File: src/rtl/pollq_pkg.sv
package pollq_pkg;

    typedef enum logic {
        PM_DATA   = 1'b0,
        PM_TOGGLE = 1'b1
    } poll_mode_e;

    typedef enum logic [1:0] {
        PH_FIRST,
        PH_NORM,
        PH_RE1,
        PH_RE2
    } poll_phase_e;

    typedef enum logic [1:0] {
        V_CONT,
        V_DONE,
        V_FAIL
    } verdict_e;

    typedef enum logic [1:0] {
        ST_IDLE,
        ST_POLL,
        ST_RSTC
    } ctl_state_e;

    // status bit positions within a read word
    localparam int unsigned POLARITY_BIT = 7;
    localparam int unsigned TOGGLE_BIT   = 6;
    localparam int unsigned LIMIT_BIT    = 5;

    function automatic verdict_e settle(input logic word_match);
        return word_match ? V_DONE : V_FAIL;
    endfunction

    function automatic logic is_normal(input poll_phase_e ph);
        return (ph == PH_FIRST) || (ph == PH_NORM);
    endfunction

endpackage

File: src/rtl/pollq_judge.sv
module pollq_judge
    import pollq_pkg::*;
#(
    parameter int unsigned DW = 8
) (
    input  poll_mode_e          mode,
    input  poll_phase_e         phase,
    input  logic [DW-1:0]       word,
    input  logic [DW-1:0]       prev_word,
    input  logic [DW-1:0]       expect_word,
    output verdict_e            verdict,
    output poll_phase_e         phase_nxt,
    output logic                expirable
);

    logic full_match;
    logic pol_match;
    logic tgl_still;
    logic lim_seen;

    always_comb begin
        full_match = (word == expect_word);
        pol_match  = (word[POLARITY_BIT] == expect_word[POLARITY_BIT]);
        tgl_still  = (word[TOGGLE_BIT] == prev_word[TOGGLE_BIT]);
        lim_seen   = word[LIMIT_BIT];

        verdict   = V_CONT;
        phase_nxt = phase;

        if (mode == PM_DATA) begin
            if (phase == PH_RE2) begin
                verdict = pol_match ? settle(full_match) : V_FAIL;
            end else if (pol_match) begin
                verdict = settle(full_match);
            end else if (lim_seen) begin
                phase_nxt = PH_RE2;
            end else begin
                phase_nxt = PH_NORM;
            end
        end else begin
            case (phase)
                PH_FIRST: phase_nxt = PH_NORM;
                PH_NORM: begin
                    if (tgl_still) begin
                        verdict = settle(full_match);
                    end else if (lim_seen) begin
                        phase_nxt = PH_RE1;
                    end
                end
                PH_RE1:  phase_nxt = PH_RE2;
                default: verdict = tgl_still ? settle(full_match) : V_FAIL;
            endcase
        end

        expirable = (verdict == V_CONT) && is_normal(phase) && is_normal(phase_nxt);
    end

endmodule

File: src/rtl/pollq_ctrl.sv
module pollq_ctrl
    import pollq_pkg::*;
#(
    parameter int unsigned AW = 22,
    parameter int unsigned DW = 8,
    parameter int unsigned CW = 16
) (
    input  logic            clk,
    input  logic            rst,
    input  logic            start,
    input  logic [AW-1:0]   start_addr,
    input  logic [DW-1:0]   start_expect,
    input  logic            start_mode,
    input  logic [CW-1:0]   max_polls,
    output logic            rd_req,
    output logic [AW-1:0]   rd_addr,
    input  logic            rd_ready,
    input  logic [DW-1:0]   rd_data,
    output logic            rstcmd_req,
    input  logic            rstcmd_ack,
    input  verdict_e        verdict,
    input  poll_phase_e     phase_nxt,
    input  logic            expirable,
    output poll_mode_e      mode,
    output poll_phase_e     phase,
    output logic [DW-1:0]   prev_word,
    output logic [DW-1:0]   expect_word,
    output logic            busy,
    output logic            done,
    output logic            fail,
    output logic            timeout,
    output logic [CW-1:0]   poll_count
);

    localparam int unsigned CW1 = CW + 1;

    ctl_state_e       state;
    logic [AW-1:0]    addr_q;
    logic [CW-1:0]    max_q;
    logic             tmo_pend;
    logic [CW1-1:0]   cnt_inc;
    logic             budget_hit;
    logic             take;

    assign cnt_inc    = {1'b0, poll_count} + CW1'(1);
    assign budget_hit = cnt_inc >= {1'b0, max_q};
    assign take       = (state == ST_POLL) && rd_ready;

    assign rd_req     = (state == ST_POLL);
    assign rd_addr    = addr_q;
    assign rstcmd_req = (state == ST_RSTC);
    assign busy       = (state != ST_IDLE);

    always_ff @(posedge clk) begin
        if (rst) begin
            state       <= ST_IDLE;
            addr_q      <= '0;
            max_q       <= '0;
            mode        <= PM_DATA;
            phase       <= PH_FIRST;
            prev_word   <= '0;
            expect_word <= '0;
            poll_count  <= '0;
            tmo_pend    <= 1'b0;
            done        <= 1'b0;
            fail        <= 1'b0;
            timeout     <= 1'b0;
        end else begin
            done    <= 1'b0;
            fail    <= 1'b0;
            timeout <= 1'b0;
            case (state)
                ST_IDLE: begin
                    if (start) begin
                        addr_q      <= start_addr;
                        expect_word <= start_expect;
                        mode        <= poll_mode_e'(start_mode);
                        max_q       <= max_polls;
                        phase       <= PH_FIRST;
                        poll_count  <= '0;
                        tmo_pend    <= 1'b0;
                        state       <= ST_POLL;
                    end
                end
                ST_POLL: begin
                    if (take) begin
                        if (!cnt_inc[CW]) poll_count <= cnt_inc[CW-1:0];
                        prev_word <= rd_data;
                        if (verdict == V_DONE) begin
                            done  <= 1'b1;
                            state <= ST_IDLE;
                        end else if (verdict == V_FAIL) begin
                            state <= ST_RSTC;
                        end else if (expirable && budget_hit) begin
                            tmo_pend <= 1'b1;
                            state    <= ST_RSTC;
                        end else begin
                            phase <= phase_nxt;
                        end
                    end
                end
                default: begin
                    if (rstcmd_ack) begin
                        fail    <= 1'b1;
                        timeout <= tmo_pend;
                        state   <= ST_IDLE;
                    end
                end
            endcase
        end
    end

    p_one_outcome_r9: assert property (@(posedge clk) disable iff (rst)
        !(done && fail));

    p_done_pulse_r9: assert property (@(posedge clk) disable iff (rst)
        done |=> !done);

    p_fail_pulse_r9: assert property (@(posedge clk) disable iff (rst)
        fail |=> !fail);

    p_timeout_with_fail_r7: assert property (@(posedge clk) disable iff (rst)
        timeout |-> fail);

    p_rstcmd_hold_r8: assert property (@(posedge clk) disable iff (rst)
        (rstcmd_req && !rstcmd_ack) |=> rstcmd_req);

    p_no_read_in_reset_r8: assert property (@(posedge clk) disable iff (rst)
        rstcmd_req |-> !rd_req);

    p_fail_after_ack_r8: assert property (@(posedge clk) disable iff (rst)
        fail |-> $past(rstcmd_ack));

    p_addr_hold_r1: assert property (@(posedge clk) disable iff (rst)
        (rd_req && !rd_ready) |=> (rd_req && $stable(rd_addr)));

    p_count_step_r1: assert property (@(posedge clk) disable iff (rst)
        (rd_req && rd_ready && !(&poll_count)) |=> (poll_count == $past(poll_count) + 1'b1));

endmodule

File: src/rtl/pollq_engine.sv
module pollq_engine
    import pollq_pkg::*;
#(
    parameter int unsigned AW = 22,
    parameter int unsigned DW = 8,
    parameter int unsigned CW = 16
) (
    input  logic            clk,
    input  logic            rst,
    input  logic            start,
    input  logic [AW-1:0]   start_addr,
    input  logic [DW-1:0]   start_expect,
    input  logic            start_mode,
    input  logic [CW-1:0]   max_polls,
    output logic            rd_req,
    output logic [AW-1:0]   rd_addr,
    input  logic            rd_ready,
    input  logic [DW-1:0]   rd_data,
    output logic            rstcmd_req,
    input  logic            rstcmd_ack,
    output logic            busy,
    output logic            done,
    output logic            fail,
    output logic            timeout,
    output logic [CW-1:0]   poll_count
);

    verdict_e       verdict;
    poll_phase_e    phase_nxt;
    poll_phase_e    phase;
    poll_mode_e     mode;
    logic           expirable;
    logic [DW-1:0]  prev_word;
    logic [DW-1:0]  expect_word;

    pollq_judge #(.DW(DW)) u_judge (
        .mode        (mode),
        .phase       (phase),
        .word        (rd_data),
        .prev_word   (prev_word),
        .expect_word (expect_word),
        .verdict     (verdict),
        .phase_nxt   (phase_nxt),
        .expirable   (expirable)
    );

    pollq_ctrl #(.AW(AW), .DW(DW), .CW(CW)) u_ctrl (
        .clk          (clk),
        .rst          (rst),
        .start        (start),
        .start_addr   (start_addr),
        .start_expect (start_expect),
        .start_mode   (start_mode),
        .max_polls    (max_polls),
        .rd_req       (rd_req),
        .rd_addr      (rd_addr),
        .rd_ready     (rd_ready),
        .rd_data      (rd_data),
        .rstcmd_req   (rstcmd_req),
        .rstcmd_ack   (rstcmd_ack),
        .verdict      (verdict),
        .phase_nxt    (phase_nxt),
        .expirable    (expirable),
        .mode         (mode),
        .phase        (phase),
        .prev_word    (prev_word),
        .expect_word  (expect_word),
        .busy         (busy),
        .done         (done),
        .fail         (fail),
        .timeout      (timeout),
        .poll_count   (poll_count)
    );

endmodule

File: config.mk
export PLATFORM = sky130hd
export DESIGN_NAME = pollq_engine
export DESIGN_NICKNAME = d
export VERILOG_FILES = /design/src/rtl/pollq_pkg.sv /design/src/rtl/pollq_judge.sv /design/src/rtl/pollq_ctrl.sv /design/src/rtl/pollq_engine.sv
export SDC_FILE = /design/constraint.sdc
export NUM_CORES = 1
export LEC_CHECK = 0
export BUFFER_PORTS_ARGS = -buffer_cell sky130_fd_sc_hd__buf_2
export CORE_MARGIN = 2
export CORE_UTILIZATION = 52
export DETAILED_ROUTE_END_ITERATION = 6
export HOLD_SLACK_MARGIN = 0.02
export PLACE_DENSITY_LB_ADDON = 0.12
export SLEW_MARGIN = 5
export SYNTH_ARGS = -nofsm -noshare
export SYNTH_HDL_FRONTEND = slang
export SYNTH_SLANG_ARGS = --single-unit
File: constraint.sdc
create_clock -name clk -period 4.18 [get_ports clk]
set_clock_uncertainty 0.1 [all_clocks]
set_input_delay 0.836 -clock clk [delete_from_list [all_inputs] [get_ports clk]]
set_output_delay 0.836 -clock clk [all_outputs]
set_load 0.005 [all_outputs]
; Yosys cells after proc, flatten, opt, wreduce, memory -nomap -nowiden
; Index checks and enable logic that the tools add are counted.
[totals]
regBits = 78
output_inout_bits = 44
elab_cells = 99
[classes]
n_addsub = 1
order_cmp = 1
eq_ne = 19
n_mux = 40
bitwise_logic = 3
n_reduce_logical = 23
[op_table]
columns = operator, n
row1 = 16-bit 2-to-1 mux, 3
row2 = 2-bit 2-to-1 mux, 24
row3 = 16-bit one-hot mux with 2 select lines, 1
row4 = "16-bit by 1-bit adder with 17-bit output, second input constant", 1
row5 = 17-bit by 16-bit >= comparator with 1-bit output, 1
row6 = 2-bit one-hot mux with 2 select lines, 3
row7 = 6-bit AND reduction, 2
row8 = "2-bit != test, second input constant", 5
row9 = "2-bit by 1-bit == test with 1-bit output, second input constant", 4
row10 = "2-bit == test, second input constant", 4
row11 = 8-bit == test, 1
row12 = 2-bit zero test, 4
row13 = 4-bit AND reduction, 2
row14 = 1-bit 2-to-1 mux, 7
row15 = 2-bit one-hot mux with 3 select lines, 1
row16 = 3-bit OR reduction, 2
row17 = 1-bit logical AND, 4
row18 = "2-bit by 1-bit != test with 1-bit output, second input constant", 2
row19 = "4-bit by 1-bit != test with 1-bit output, second input constant", 1
row20 = 2-bit AND reduction, 2
row21 = 2-bit nonzero test, 2
row22 = 4-bit OR reduction, 1
row23 = 1-bit inverter, 3
row24 = 3-bit nonzero test, 1
row25 = 4 further kinds, 6

; Logic depth before layout (Yosys ltp)
[logic_depth]
word_depth = 14
ltp_mapped = 12

; By module
; From an unflattened synthesis, not the netlist that was laid out.
[hier_totals]
cells_unflattened = 488
hier_area_um2 = 3778.6
[by_module_without_submodules]
columns = mod, n_inst, cells_each, area_per_inst_um2
row1 = pollq_ctrl, 1, 459, 3574.7
row2 = pollq_judge, 1, 29, 203.9

; Worst setup path after synthesis
; No wires, ideal clock.
[synth_path]
path_type = flip-flop to flip-flop
start = register u_ctrl.poll_count[0]
end = register u_ctrl.state[0]
arrival_ps = 2907
path_slack_ps = 1082
stages_incl_launch_ff = 13
n_path_buf = 0
synth_period_minus_slack_ps = 3098
path_cell_list = dfxtp_1 -> ha_1 -> nand3_2 -> nor4_4 -> nand3_1 -> xnor2_1 -> ha_1 -> o21a_1 -> o21ai_0 -> nand2b_1 -> o311ai_1 -> or2_2 -> a311oi_1
[synth_via]
elab_chain_cells = 5
[synth_rtl]
columns = item, line_no
row1 = "start, declared", pollq_ctrl.sv:32  ; output logic [CW-1:0] poll_count
row2 = "start signal, assigned", pollq_ctrl.sv:87  ; if (!cnt_inc[CW]) poll_count <= cnt_inc[CW-1:0];
row3 = 16-bit by 1-bit adder with 17-bit output, pollq_ctrl.sv:45  ; assign cnt_inc = {1'b0, poll_count} + CW1'(1);
row4 = 17-bit by 16-bit >= comparator with 1-bit output, pollq_ctrl.sv:46  ; assign budget_hit = cnt_inc >= {1'b0, max_q};
row5 = 1-bit logical AND, pollq_ctrl.sv:94  ; end else if (expirable && budget_hit) begin
row6 = 4-bit by 1-bit != test with 1-bit output (no line), -
row7 = 4-bit AND reduction (no line), -
row8 = "end signal, assigned", pollq_ctrl.sv:91  ; state <= ST_IDLE;
row9 = "end signal, assigned", pollq_ctrl.sv:93  ; state <= ST_RSTC;
row10 = "end signal, assigned", pollq_ctrl.sv:96  ; state <= ST_RSTC;
row11 = "end, declared", pollq_ctrl.sv:37  ; ctl_state_e state;
; No other way between the ends.
; A chain may end at the register's enable or synchronous reset.

; Final worst setup path
; Same ends and word-level chain as after synthesis.

==> metrics.md <==
| Metric | Value |
|---|---|
| Setup TNS after final layout | 0 ns |
| Fmax achieved | 0.289 GHz |
| WS Path Type | flop to flop |
| Pre-antenna DRT Iters | 4 |
| Dpl cell area | 4230 µm² |
| Largest net degree at the start of global routing | 52 |
| Sw frac | 29.6% |
| Die height | 88.6 µm |
| Final Hold Fails | 0 |
| Row cnt | 30 |
| Crit-path max FO | 7 |
| Clock transition at path regs | 0.07 ns |
| Final wirelength | 8600 µm |
| Mapped Avg Cell Area | 7.77 µm² |
| Residual DRC | 0 |
| Ys flop type | dfxtp_1 |
| Min-delay src | u_ctrl.rd_addr[10] |
| Total track usage | 22.7% |
| Worst setup SP type | flop |
| Core region area | 6870 µm² |
| Gr ovfl total | 0 |
| Slew Viols, Final | 0 |
| Most frequent cell on the critical path | ha_1 |
| Ant. Diodes | 0 |
| Unrepaired setup endpoints after global routing | false |
| Vias in the first global route | 3091 |
| Hold Crit Class | flop to flop |
| Synth area leader | dfxtp_1 |
| Pwr Total | 1560 µW |
| DIE WIDTH | 88.6 µm |
| Detail Route Antenna Nets | 0 |
| DR vias/cell | 5.19 |
| # fillers | 672 |
| Cell variety after synth | 46 |
| Fraction of registers with async set/reset | 0% |
| Area share of the largest cell type after synthesis | 38.7% |
| Seq cells post-synth | 72 |
| Antenna violations before repair | 0 |
| Detailed placer's ending HPWL | 6190 µm |
| Leak | 0.00203 µW |
| Status | complete, no violations |
| Max_cap viols | 0 |
| Slew @ Worst Pin | 0.846 ns |
| Clk_lat worst skew | 0.35 ns |
| Fin crit period | 3.47 ns |
| RR Startpoint | u_ctrl.poll_count[0] |
| CTS Root Buffer Type | clkbuf_8 |
| Sequential cell area fraction in the yosys report | 38.7% |
| Synth Warn # | 0 |
| Top cells by area, synth | dfxtp_1 39%, nand2_1 12%, a21oi_1 9.3%, ha_1 6.7%, xor2_1 3.5% |
| Cells after Synth | 479 |
| Switch Pwr | 463 µW |
| Longest Clk Path Bufs | 2 |
| Logic pwr share | 20.7% |
| Finish-stage setup viols | 0 |
| Layout cell share with drive strength beyond 1 | 22.8% |
| Die area | 7850 µm² |
| Cell Chain, Critical Path | ha_1, nand3_2, nor4_4, nand3_1, xnor2_1, ha_1, a211oi_1, o21ai_0, nand2b_1, o311ai_1, or2_2, a311oi_1 |
| Worst Path Arrival | 3.63 ns |
| Pwr/cell area | 356 nW/µm² |
| Worst VDD drop | 0.198 mV |
| Critical Path RT | 4.34 ns |
| TritonCTS sink count | 72 |
| EDFF count, synth | 0 |
| Syn Nets | 559 |
| I/O pin cnt | 104 |
| I/O Buffers | 103 |
| Fin nets | 649 |
| Most instantiated cells after synthesis | 119 x nand2_1, 72 x dfxtp_1, 69 x a21oi_1 |
| Slew margin rel. | 43.5% |
| DR WL/cell | 12.9 µm |
| CTS tree | built |
| Initial core utilization | 54.2% |
| Final Core Density | 63.9% |
| Clock power frac | 30.2% |
| Fin crit share | 82.9% |
| Total number of vias | 3464 |
| Slowest-stage cell, CP | nor4_4 |
| DR iter-0 viols | 129 |
| Slowest stage delay, CP | 0.52 ns |
| H-tree depth | 3 |
| CTS resizes | 0 |
| Internal | 1100 µW |
| Mapped Area | 3720 µm² |
| Setup Fix Bufs, Post-CTS | 0 |
| Worst Setup SP | u_ctrl.poll_count[0] |
| Final Cell Area | 4390 µm² |
| Most frequent cell after synthesis | nand2_1 |
| CP endpoint kind | flop |
| Layout Area Growth over Synthesis | 18.0% |
| CTS Hold Bufs | 0 |
| RD Place Congestion | 0.889 |
| First-pass GRT wire length | 14000 µm |
| Sequential power share | 49.1% |
| Total CTS buffers | 9 |
per-stage QoR:
step / setup slack (ns) / cells / hold WS (ns)
finish: 0.714 / 667 / 0.350
global route: 0.462 / 667 / 0.372
CTS: 0.713 / 667 / 0.353
detailed placement: 0.758 / 654 / 0.344
global placement: 0.843 / 654 / 0.339
floorplan: 1.08 / 479 / 0.330
path summary, 6_finish.rpt:
kind,slack (ns),cells past startpoint,to
worst max-delay path,0.71,12,u_ctrl.state[0]
worst min-delay path,0.35,2,u_ctrl.rd_addr[10]
worst max register to register,0.71,12,u_ctrl.state[0]
worst min register to register,0.35,2,u_ctrl.rd_addr[10]
power groups by stage:
stage / registers [µW] / logic, µW / clock network, µW
6_report: 766 / 324 / 472
4_1_cts: 766 / 326 / 487
5_1_grt: 771 / 373 / 516
3_3_place_gp: 780 / 321 / 0
3_5_place_dp: 782 / 325 / 0
2_1_floorplan: 774 / 233 / 0
metal layers:
layer,GRT usage (%),wire length [µm],vias to the layer above
met1,27.4,3790,1583
met5,0,0,-
li1,-,-,1794
met3,6.34,447,9
met4,7.16,98,0
met2,39.3,4270,78
layout by cell type (no fill, tap or decap), types with 5 or more instances in the layout:
| master | synthesis | routed |
|---|---|---|
| clkbuf_8 | 3 | 11 |
| a31oi_1 | 6 | 6 |
| o21ai_0 | 14 | 14 |
| o21ai_1 | 5 | 5 |
| and3_1 | 8 | 8 |
| xnor2_1 | 9 | 9 |
| nand3_1 | 8 | 8 |
| ha_1 | 20 | 20 |
| inv_1 | 23 | 23 |
| nand2_1 | 119 | 119 |
| nor2_1 | 26 | 26 |
| xor2_1 | 15 | 15 |
| nand4_1 | 9 | 9 |
| dfxtp_1 | 72 | 72 |
| a21oi_1 | 69 | 69 |
| buf_2 | 2 | 103 |
state kept, by name (all words and copies together) (netlist names):
name,flops
u_ctrl.timeout,1
u_ctrl.phase,2
u_ctrl.mode,1
u_ctrl.expect_word,8
u_ctrl.tmo_pend,1
u_ctrl.fail,1
u_ctrl.poll_count,16
u_ctrl.max_q,16
u_ctrl.done,1
u_ctrl.prev_word,1
u_ctrl.state,2
u_ctrl.rd_addr,22
layout make-up:
class                      count  area [µm²]  area share [%]
inverter                      24        90.1            2.05
clock inverter                 1        5.00           0.114
timing repair buffer         106         538            12.3
tap                           96         120            2.74
clock buffer                  12         155            3.53
multi-input combinational    356        2040            46.5
sequential                    72        1440            32.8
kinds of logic (layout without fill, tap and decap cells):
kind of cell    count (synthesis)  count (layout)  share of synthesized area (%)
fa+ha+maj                      20              20                           6.73
compound gates                109             109                           16.6
mux                             4               4                           1.08
xor+xnor                       24              24                           5.65
simple gates                  199             199                           24.8
flops                          72              72                           38.7
buf+inv                        51             143                           6.42
worst max-delay path: cells and delay by family (launching register included):
kind                     cells  cell delay, ns
AO/OA/AOI/OAI                4            0.81
XOR/XNOR                     1            0.16
adder cells (fa/ha/maj)      2            0.60
flip-flops                   1            0.42
AND/OR/NAND/NOR              5            1.28
(Power assumes the default switching activity.)
